--- src/rtl/nbg_pkg.sv ---
// Package: shared types and constants for the fractional nanosecond baud generator.
// Assumes a 32-bit mode word; only the exact 16x code selects 16x oversampling.
package nbg_pkg;
    typedef enum logic {
        OSR_X8  = 1'b0,
        OSR_X16 = 1'b1
    } osr_e;

    localparam logic [31:0] MODE_X16_CODE = 32'h16C0_0010;
    localparam logic [31:0] MODE_X8_CODE  = 32'h08C0_0008;
    localparam int          RATIO_X8      = 8;
    localparam int          RATIO_X16     = 16;
endpackage

--- src/rtl/nbg_cfg_regs.sv ---
// Module: holds the divisor fields and the decoded oversampling mode.
// Assumes writes are single-cycle strobes; restart is handled by the consumers.
module nbg_cfg_regs
    import nbg_pkg::*;
#(
    parameter int DATA_W   = 32,
    parameter int FRAC_W   = 8,
    parameter int RST_INT  = 260,
    parameter int RST_FRAC = 128,
    localparam int INT_W   = DATA_W - FRAC_W
) (
    input  logic              clk,
    input  logic              rst_n,
    input  logic              div_we,
    input  logic              mode_we,
    input  logic [DATA_W-1:0] wdata,
    output logic [INT_W-1:0]  div_int,
    output logic [FRAC_W-1:0] div_frac,
    output osr_e              osr
);
    // Divisor register: integer ns in the upper field, 1/255 ns fraction below.
    always_ff @(posedge clk) begin
        if (!rst_n) begin
            div_int  <= INT_W'(RST_INT);
            div_frac <= FRAC_W'(RST_FRAC);
        end else if (div_we) begin
            div_int  <= wdata[DATA_W-1:FRAC_W];
            div_frac <= wdata[FRAC_W-1:0];
        end
    end

    // Mode register: only the exact 16x code gives 16x, all else is 8x.
    always_ff @(posedge clk) begin
        if (!rst_n) begin
            osr <= OSR_X16;
        end else if (mode_we) begin
            osr <= (DATA_W'(MODE_X16_CODE) == wdata) ? OSR_X16 : OSR_X8;
        end
    end
endmodule

--- src/rtl/nbg_phase_acc.sv ---
// Module: phase accumulator that emits one sample strobe per programmed period.
// Assumes threshold = INT*FRAC_DEN + FRAC and one clock = CLK_NS*FRAC_DEN units;
// an integer below CLK_NS saturates to one strobe per clock.
module nbg_phase_acc #(
    parameter int INT_W    = 24,
    parameter int FRAC_W   = 8,
    parameter int CLK_NS   = 16,
    parameter int FRAC_DEN = 255,
    localparam int ACC_W   = INT_W + FRAC_W + 1,
    localparam int STEP    = CLK_NS * FRAC_DEN
) (
    input  logic              clk,
    input  logic              rst_n,
    input  logic              restart,
    input  logic [INT_W-1:0]  div_int,
    input  logic [FRAC_W-1:0] div_frac,
    output logic              fire,
    output logic              tick
);
    logic [ACC_W-1:0] phase_q;
    logic [ACC_W-1:0] thresh;
    logic [ACC_W-1:0] sum;
    logic             saturate;
    logic             reach;

    // Threshold, next phase and the fire decision for this cycle.
    always_comb begin
        thresh   = ACC_W'(div_int) * ACC_W'(FRAC_DEN) + ACC_W'(div_frac);
        sum      = phase_q + ACC_W'(STEP);
        saturate = (div_int < INT_W'(CLK_NS));
        reach    = (sum >= thresh);
        fire     = !restart && (saturate || reach);
    end

    // Phase update: keep the remainder after each strobe, clear on restart.
    always_ff @(posedge clk) begin
        if (!rst_n || restart) begin
            phase_q <= '0;
            tick    <= 1'b0;
        end else if (saturate) begin
            phase_q <= '0;
            tick    <= 1'b1;
        end else if (reach) begin
            phase_q <= sum - thresh;
            tick    <= 1'b1;
        end else begin
            phase_q <= sum;
            tick    <= 1'b0;
        end
    end
endmodule

--- src/rtl/nbg_bit_div.sv ---
// Module: counts sample strobes and marks every 8th or 16th as a bit strobe.
// Assumes fire is the same-cycle decision that produces the registered sample tick.
module nbg_bit_div
    import nbg_pkg::*;
#(
    localparam int CNT_W = $clog2(RATIO_X16)
) (
    input  logic clk,
    input  logic rst_n,
    input  logic restart,
    input  logic fire,
    input  osr_e osr,
    output logic bit_tick
);
    logic [CNT_W-1:0] cnt_q;
    logic [CNT_W-1:0] last;

    // Last count value of a bit for the selected ratio.
    always_comb begin
        last = (osr == OSR_X16) ? CNT_W'(RATIO_X16 - 1) : CNT_W'(RATIO_X8 - 1);
    end

    // Sample counter and registered bit strobe, cleared on restart.
    always_ff @(posedge clk) begin
        if (!rst_n || restart) begin
            cnt_q    <= '0;
            bit_tick <= 1'b0;
        end else begin
            bit_tick <= fire && (cnt_q == last);
            if (fire) begin
                cnt_q <= (cnt_q == last) ? '0 : cnt_q + 1'b1;
            end
        end
    end
endmodule

--- src/rtl/nsfrac_baud_gen.sv ---
// Module: top of the fractional nanosecond baud generator.
// Assumes clk has nominal period CLK_NS; a write to either register restarts timing.
module nsfrac_baud_gen
    import nbg_pkg::*;
#(
    parameter int DATA_W   = 32,
    parameter int FRAC_W   = 8,
    parameter int CLK_NS   = 16,
    parameter int FRAC_DEN = 255,
    parameter int RST_INT  = 260,
    parameter int RST_FRAC = 128,
    localparam int INT_W   = DATA_W - FRAC_W
) (
    input  logic              clk,
    input  logic              rst_n,
    input  logic              div_we,
    input  logic              mode_we,
    input  logic [DATA_W-1:0] wdata,
    output logic              sample_tick,
    output logic              bit_tick
);
    logic [INT_W-1:0]  div_int;
    logic [FRAC_W-1:0] div_frac;
    osr_e              osr;
    logic              restart;
    logic              fire;

    // Restart on any register write.
    always_comb begin
        restart = div_we || mode_we;
    end

    nbg_cfg_regs #(
        .DATA_W  (DATA_W),
        .FRAC_W  (FRAC_W),
        .RST_INT (RST_INT),
        .RST_FRAC(RST_FRAC)
    ) i_cfg (
        .clk     (clk),
        .rst_n   (rst_n),
        .div_we  (div_we),
        .mode_we (mode_we),
        .wdata   (wdata),
        .div_int (div_int),
        .div_frac(div_frac),
        .osr     (osr)
    );

    nbg_phase_acc #(
        .INT_W   (INT_W),
        .FRAC_W  (FRAC_W),
        .CLK_NS  (CLK_NS),
        .FRAC_DEN(FRAC_DEN)
    ) i_acc (
        .clk     (clk),
        .rst_n   (rst_n),
        .restart (restart),
        .div_int (div_int),
        .div_frac(div_frac),
        .fire    (fire),
        .tick    (sample_tick)
    );

    nbg_bit_div i_bdiv (
        .clk     (clk),
        .rst_n   (rst_n),
        .restart (restart),
        .fire    (fire),
        .osr     (osr),
        .bit_tick(bit_tick)
    );
endmodule

--- config.mk ---
export PLATFORM = sky130hd
export DESIGN_NAME = nsfrac_baud_gen
export DESIGN_NICKNAME = d
export VERILOG_FILES = /design/src/rtl/nbg_pkg.sv /design/src/rtl/nbg_cfg_regs.sv /design/src/rtl/nbg_phase_acc.sv /design/src/rtl/nbg_bit_div.sv /design/src/rtl/nsfrac_baud_gen.sv
export SDC_FILE = /design/constraint.sdc
export NUM_CORES = 1
export LEC_CHECK = 0
export ABC_AREA = 1
export CORE_MARGIN = 8
export CORE_UTILIZATION = 54
export DETAILED_ROUTE_END_ITERATION = 8
export HOLD_SLACK_MARGIN = 0.03
export MAX_ROUTING_LAYER = met4
export PLACE_DENSITY = 0.82
export SYNTH_ARGS = -nofsm -noshare
export SYNTH_HDL_FRONTEND = slang
export SYNTH_SLANG_ARGS = --single-unit
--- constraint.sdc ---
create_clock -name clk -period 7.7 [get_ports clk]
set_clock_uncertainty 0.05 [all_clocks]
set_input_delay 1.54 -clock clk [delete_from_list [all_inputs] [get_ports clk]]
set_output_delay 1.54 -clock clk [all_outputs]
set_load 0.05 [all_outputs]
==> summary.log, run 1 <==
qor: timing.final_min_period_over_clock_period 88.3%
qor: clock_tree.number_of_buffers_created_by_cts 9
qor: clock_tree.cts.hold.buffers_added 0
qor: cells_and_area.final_core_utilization 60.1%
qor: floorplanning.ios 38
qor: timing.grt_setup_unrepaired false
qor: worst_setup_path.worst_path_dominant_cell_family adder cells
qor: synth.postSynth.asyncResetShare 0%
qor: floorplanning.num_rows 51
qor: global_route.grt_use_total 23.7%
qor: timing.setup_viol_count_final 0
qor: route.detail_route.wl_per_cell 15.4 µm
qor: global_route.maximum_number_of_pins_on_one_net_before_global_route_repair 51
qor: global_route.grt_remaining_overflow 0
qor: cells_and_area.post_route_cells_drive_above_1_share 2.28%
qor: synth.netlist-cell-type-count 39
qor: placement.post-dp-hpwl 23900 µm
qor: worst_setup_path.worstReg2RegStart i_cfg.div_int[4]
qor: synth.synth_area 0.0108 mm²
qor: floorplanning.floorplan.die.width 157 µm
qor: clock_tree.clkTransAtPathRegs 0.06 ns
qor: worst_setup_path.regToRegEndpoint i_acc.phase_q[21]
qor: timing.final_tns_setup 0 ns
qor: worst_setup_path.setup.worst_path.class reg2reg
qor: global_route.number_of_antenna_violations_at_the_first_check_in_global_routing 0
qor: timing.max-slew-margin-rel 34.9%
qor: timing.finalMaxSlewViolations 0
qor: route.via_per_inst 5.30
qor: worst_setup_path.rrSetupSlack 0.90 ns
qor: timing.worst_slew_pin_slew 0.974 ns
qor: cells_and_area.area_growth_syn_to_fin 8.75%
qor: floorplanning.die_h 157 µm
qor: synth.synthCells 1496
qor: global_route.first_global_vias 9579
qor: cells_and_area.most-common-layout-cells inv_1, nand2_1, nor2_1
qor: route.detailedRoute.firstIterationViolations 606
qor: floorplanning.initial_core_util 55.2%
qor: timing.min_clock_period_post_route 6.80 ns
qor: route.routed_wl 27700 µm
qor: min_path.whs_path_depth 2
qor: worst_setup_path.largest_driver_fanout_on_the_critical_path 50
qor: synth.synth_seq_area_share 13.4%
qor: clock_tree.clock_tree_from_tritoncts built
qor: worst_setup_path.startpoint_type register
qor: worst_setup_path.timing.critical_path.buf_inv 5
qor: timing.max_clock_freq 0.147 GHz
qor: placement.gp_congestion 0.956
qor: worst_setup_path.worstPathArrival 7.01 ns
qor: outcome.status finished, final reports clean
qor: clock_tree.insertion_delay 0.35 ns
qor: worst_setup_path.crit_path_largest_cell_delay 0.60 ns
qor: min_path.hold_start i_cfg.div_frac[7]
qor: placement.portBuffers 37
qor: worst_setup_path.critical_path.slowest_cell fa_1
qor: cells_and_area.insertedDiodeCount 0
qor: route.first_pass_iters 5
qor: clock_tree.ctsHtreeMaxLevel 3
qor: clock_tree.postCtsSetupRepairBufs 0
qor: synth.syn-num-nets 1767
qor: worst_setup_path.critical_path_required 7.91 ns
qor: floorplanning.die_area 0.0248 mm²
qor: synth.synth_seq_cells 72
qor: cells_and_area.layout_commonest_cell inv_1
qor: min_path.min-delay-path-class reg2reg
qor: synth.yosysWarnings 0
qor: synth.synth_flop_cell dfxtp_1
qor: min_path.hold-path-endpoint i_cfg.div_frac[7]
qor: clock_tree.cts_root_buf clkbuf_16
qor: cells_and_area.layout.filler_cells 1821
qor: clock_tree.ctsLongestPathBuffers 2
qor: floorplanning.core-area 0.0195 mm²
qor: synth.synth_enable_flop_cells 0
qor: worst_setup_path.crit_path_end_kind register
qor: route.routed-via-count 9525
qor: clock_tree.cts-resized-gates 0
qor: worst_setup_path.worst_r2r_path_depth 26
qor: run.timing.max_cap.violations 0
qor: synth.synth_area_per_cell 7.21 µm²
qor: global_route.grt_pass1_wl 45200 µm
qor: clock_tree.cts_num_sinks 72
qor: route.ant_nets 0
qor: route.drt_drc_violations_left 0
qor: timing.timing.final.hold_violations 0
qor: cells_and_area.num-nets-final 1798
[flip-flops by register name, summed over array words and instances, names as in the netlist]
| signal | count |
|---|---|
| i_acc.phase_q | 33 |
| i_acc.tick | 1 |
| i_bdiv.bit_tick | 1 |
| i_bdiv.cnt_q | 4 |
| i_cfg.div_frac | 8 |
| i_cfg.div_int | 24 |
| i_cfg.osr | 1 |
[Yosys cell counts, types with 3 or more instances]
| cell | n | area [µm²] |
|---|---|---|
| nand4_1 | 24 | 150 |
| a21oi_2 | 3 | 26.3 |
| o21ai_1 | 18 | 90.1 |
| xor2_1 | 42 | 368 |
| nor4_1 | 9 | 56.3 |
| o21ai_0 | 75 | 375 |
| a21o_1 | 7 | 52.6 |
| or2_2 | 4 | 25.0 |
| nor2_1 | 153 | 574 |
| fa_1 | 119 | 2380 |
| o21a_1 | 3 | 22.5 |
| inv_1 | 299 | 1120 |
| clkbuf_1 | 11 | 41.3 |
| inv_2 | 3 | 11.3 |
| dfxtp_1 | 72 | 1440 |
| nor3_1 | 12 | 60.1 |
| nand3b_1 | 9 | 67.6 |
| buf_6 | 5 | 56.3 |
| and2_1 | 4 | 25.0 |
| nand2_1 | 271 | 1020 |
| nand3_1 | 57 | 285 |
| nor2_2 | 6 | 37.5 |
| a21oi_1 | 119 | 596 |
| ha_1 | 116 | 1450 |
| o21bai_1 | 11 | 82.6 |
| xnor2_1 | 27 | 236 |
[metrics by stage]
step                      hold slack (ns)  std cells  area, µm²  setup WS (ns)
after detailed placement            0.441       1781      11400          0.966
after global placement              0.440       1781      11400           1.16
after global routing                0.493       1797      11700          0.295
after floorplan                     0.399       1496      10800           1.96
final                               0.459       1797      11700          0.902
after CTS                           0.453       1797      11700          0.897
[how the worst max path moves through the flow]
stage | start | end | slack (ns) | cells after the start
2_1_floorplan | i_cfg.div_int[3] | i_acc.phase_q[17] | 1.96 | 29
3_3_place_gp | i_cfg.div_int[3] | i_acc.phase_q[26] | 1.16 | 29
3_5_place_dp | i_cfg.div_int[4] | i_acc.phase_q[21] | 0.97 | 26
4_1_cts | i_cfg.div_int[4] | i_acc.phase_q[21] | 0.90 | 26
5_1_grt | i_cfg.div_int[3] | i_acc.phase_q[24] | 0.30 | 26
6_report | i_cfg.div_int[4] | i_acc.phase_q[21] | 0.90 | 26
[logic make-up (layout without fill, tap and decap cells)]
kind of cell | Yosys count | in the layout | share of synthesized area [%]
AND/OR/NAND/NOR | 551 | 551 | 21.5
buffers and inverters | 321 | 357 | 11.6
AO/OA/AOI/OAI | 248 | 248 | 12.5
adder cells (fa/ha/maj) | 235 | 235 | 35.5
flip-flops | 72 | 72 | 13.4
XOR/XNOR | 69 | 69 | 5.60
[metal layers]
metal | global-route usage (%) | vias up | routed length [µm]
met4 | 9.16 | 0 | 983
li1 | - | 4803 | -
met2 | 40.4 | 218 | 13600
met3 | 2.80 | 61 | 983
met5 | - | - | 0
met1 | 28.4 | 4443 | 12100
[area by class of cell]
type,instances,area (µm²),share of cell area [%]
tap,265,332,2.83
inverter,303,1140,9.70
sequential,72,1440,12.3
multi-input combinational,1103,8100,69.0
clock inverter,6,115,0.981
timing repair buffer,38,378,3.22
clock buffer,10,229,1.95
[worst min-delay path, stage by stage (launching register included)]
cell     delay (ns)
dfxtp_1        0.33
nand2_1        0.07
nand3_1        0.06
Power of run 1 is not shown: default switching activity piles up to over one toggle a cycle in this logic, so the estimate is an artifact.
==> run 2, diff against run 1 <==
ABC_CLOCK_PERIOD_IN_PS = 7700   (was default)
==> results of run 2 <==
Final layout, timing and power as in run 1 (identical DEF).
Power of run 2 is left out for the same reason.
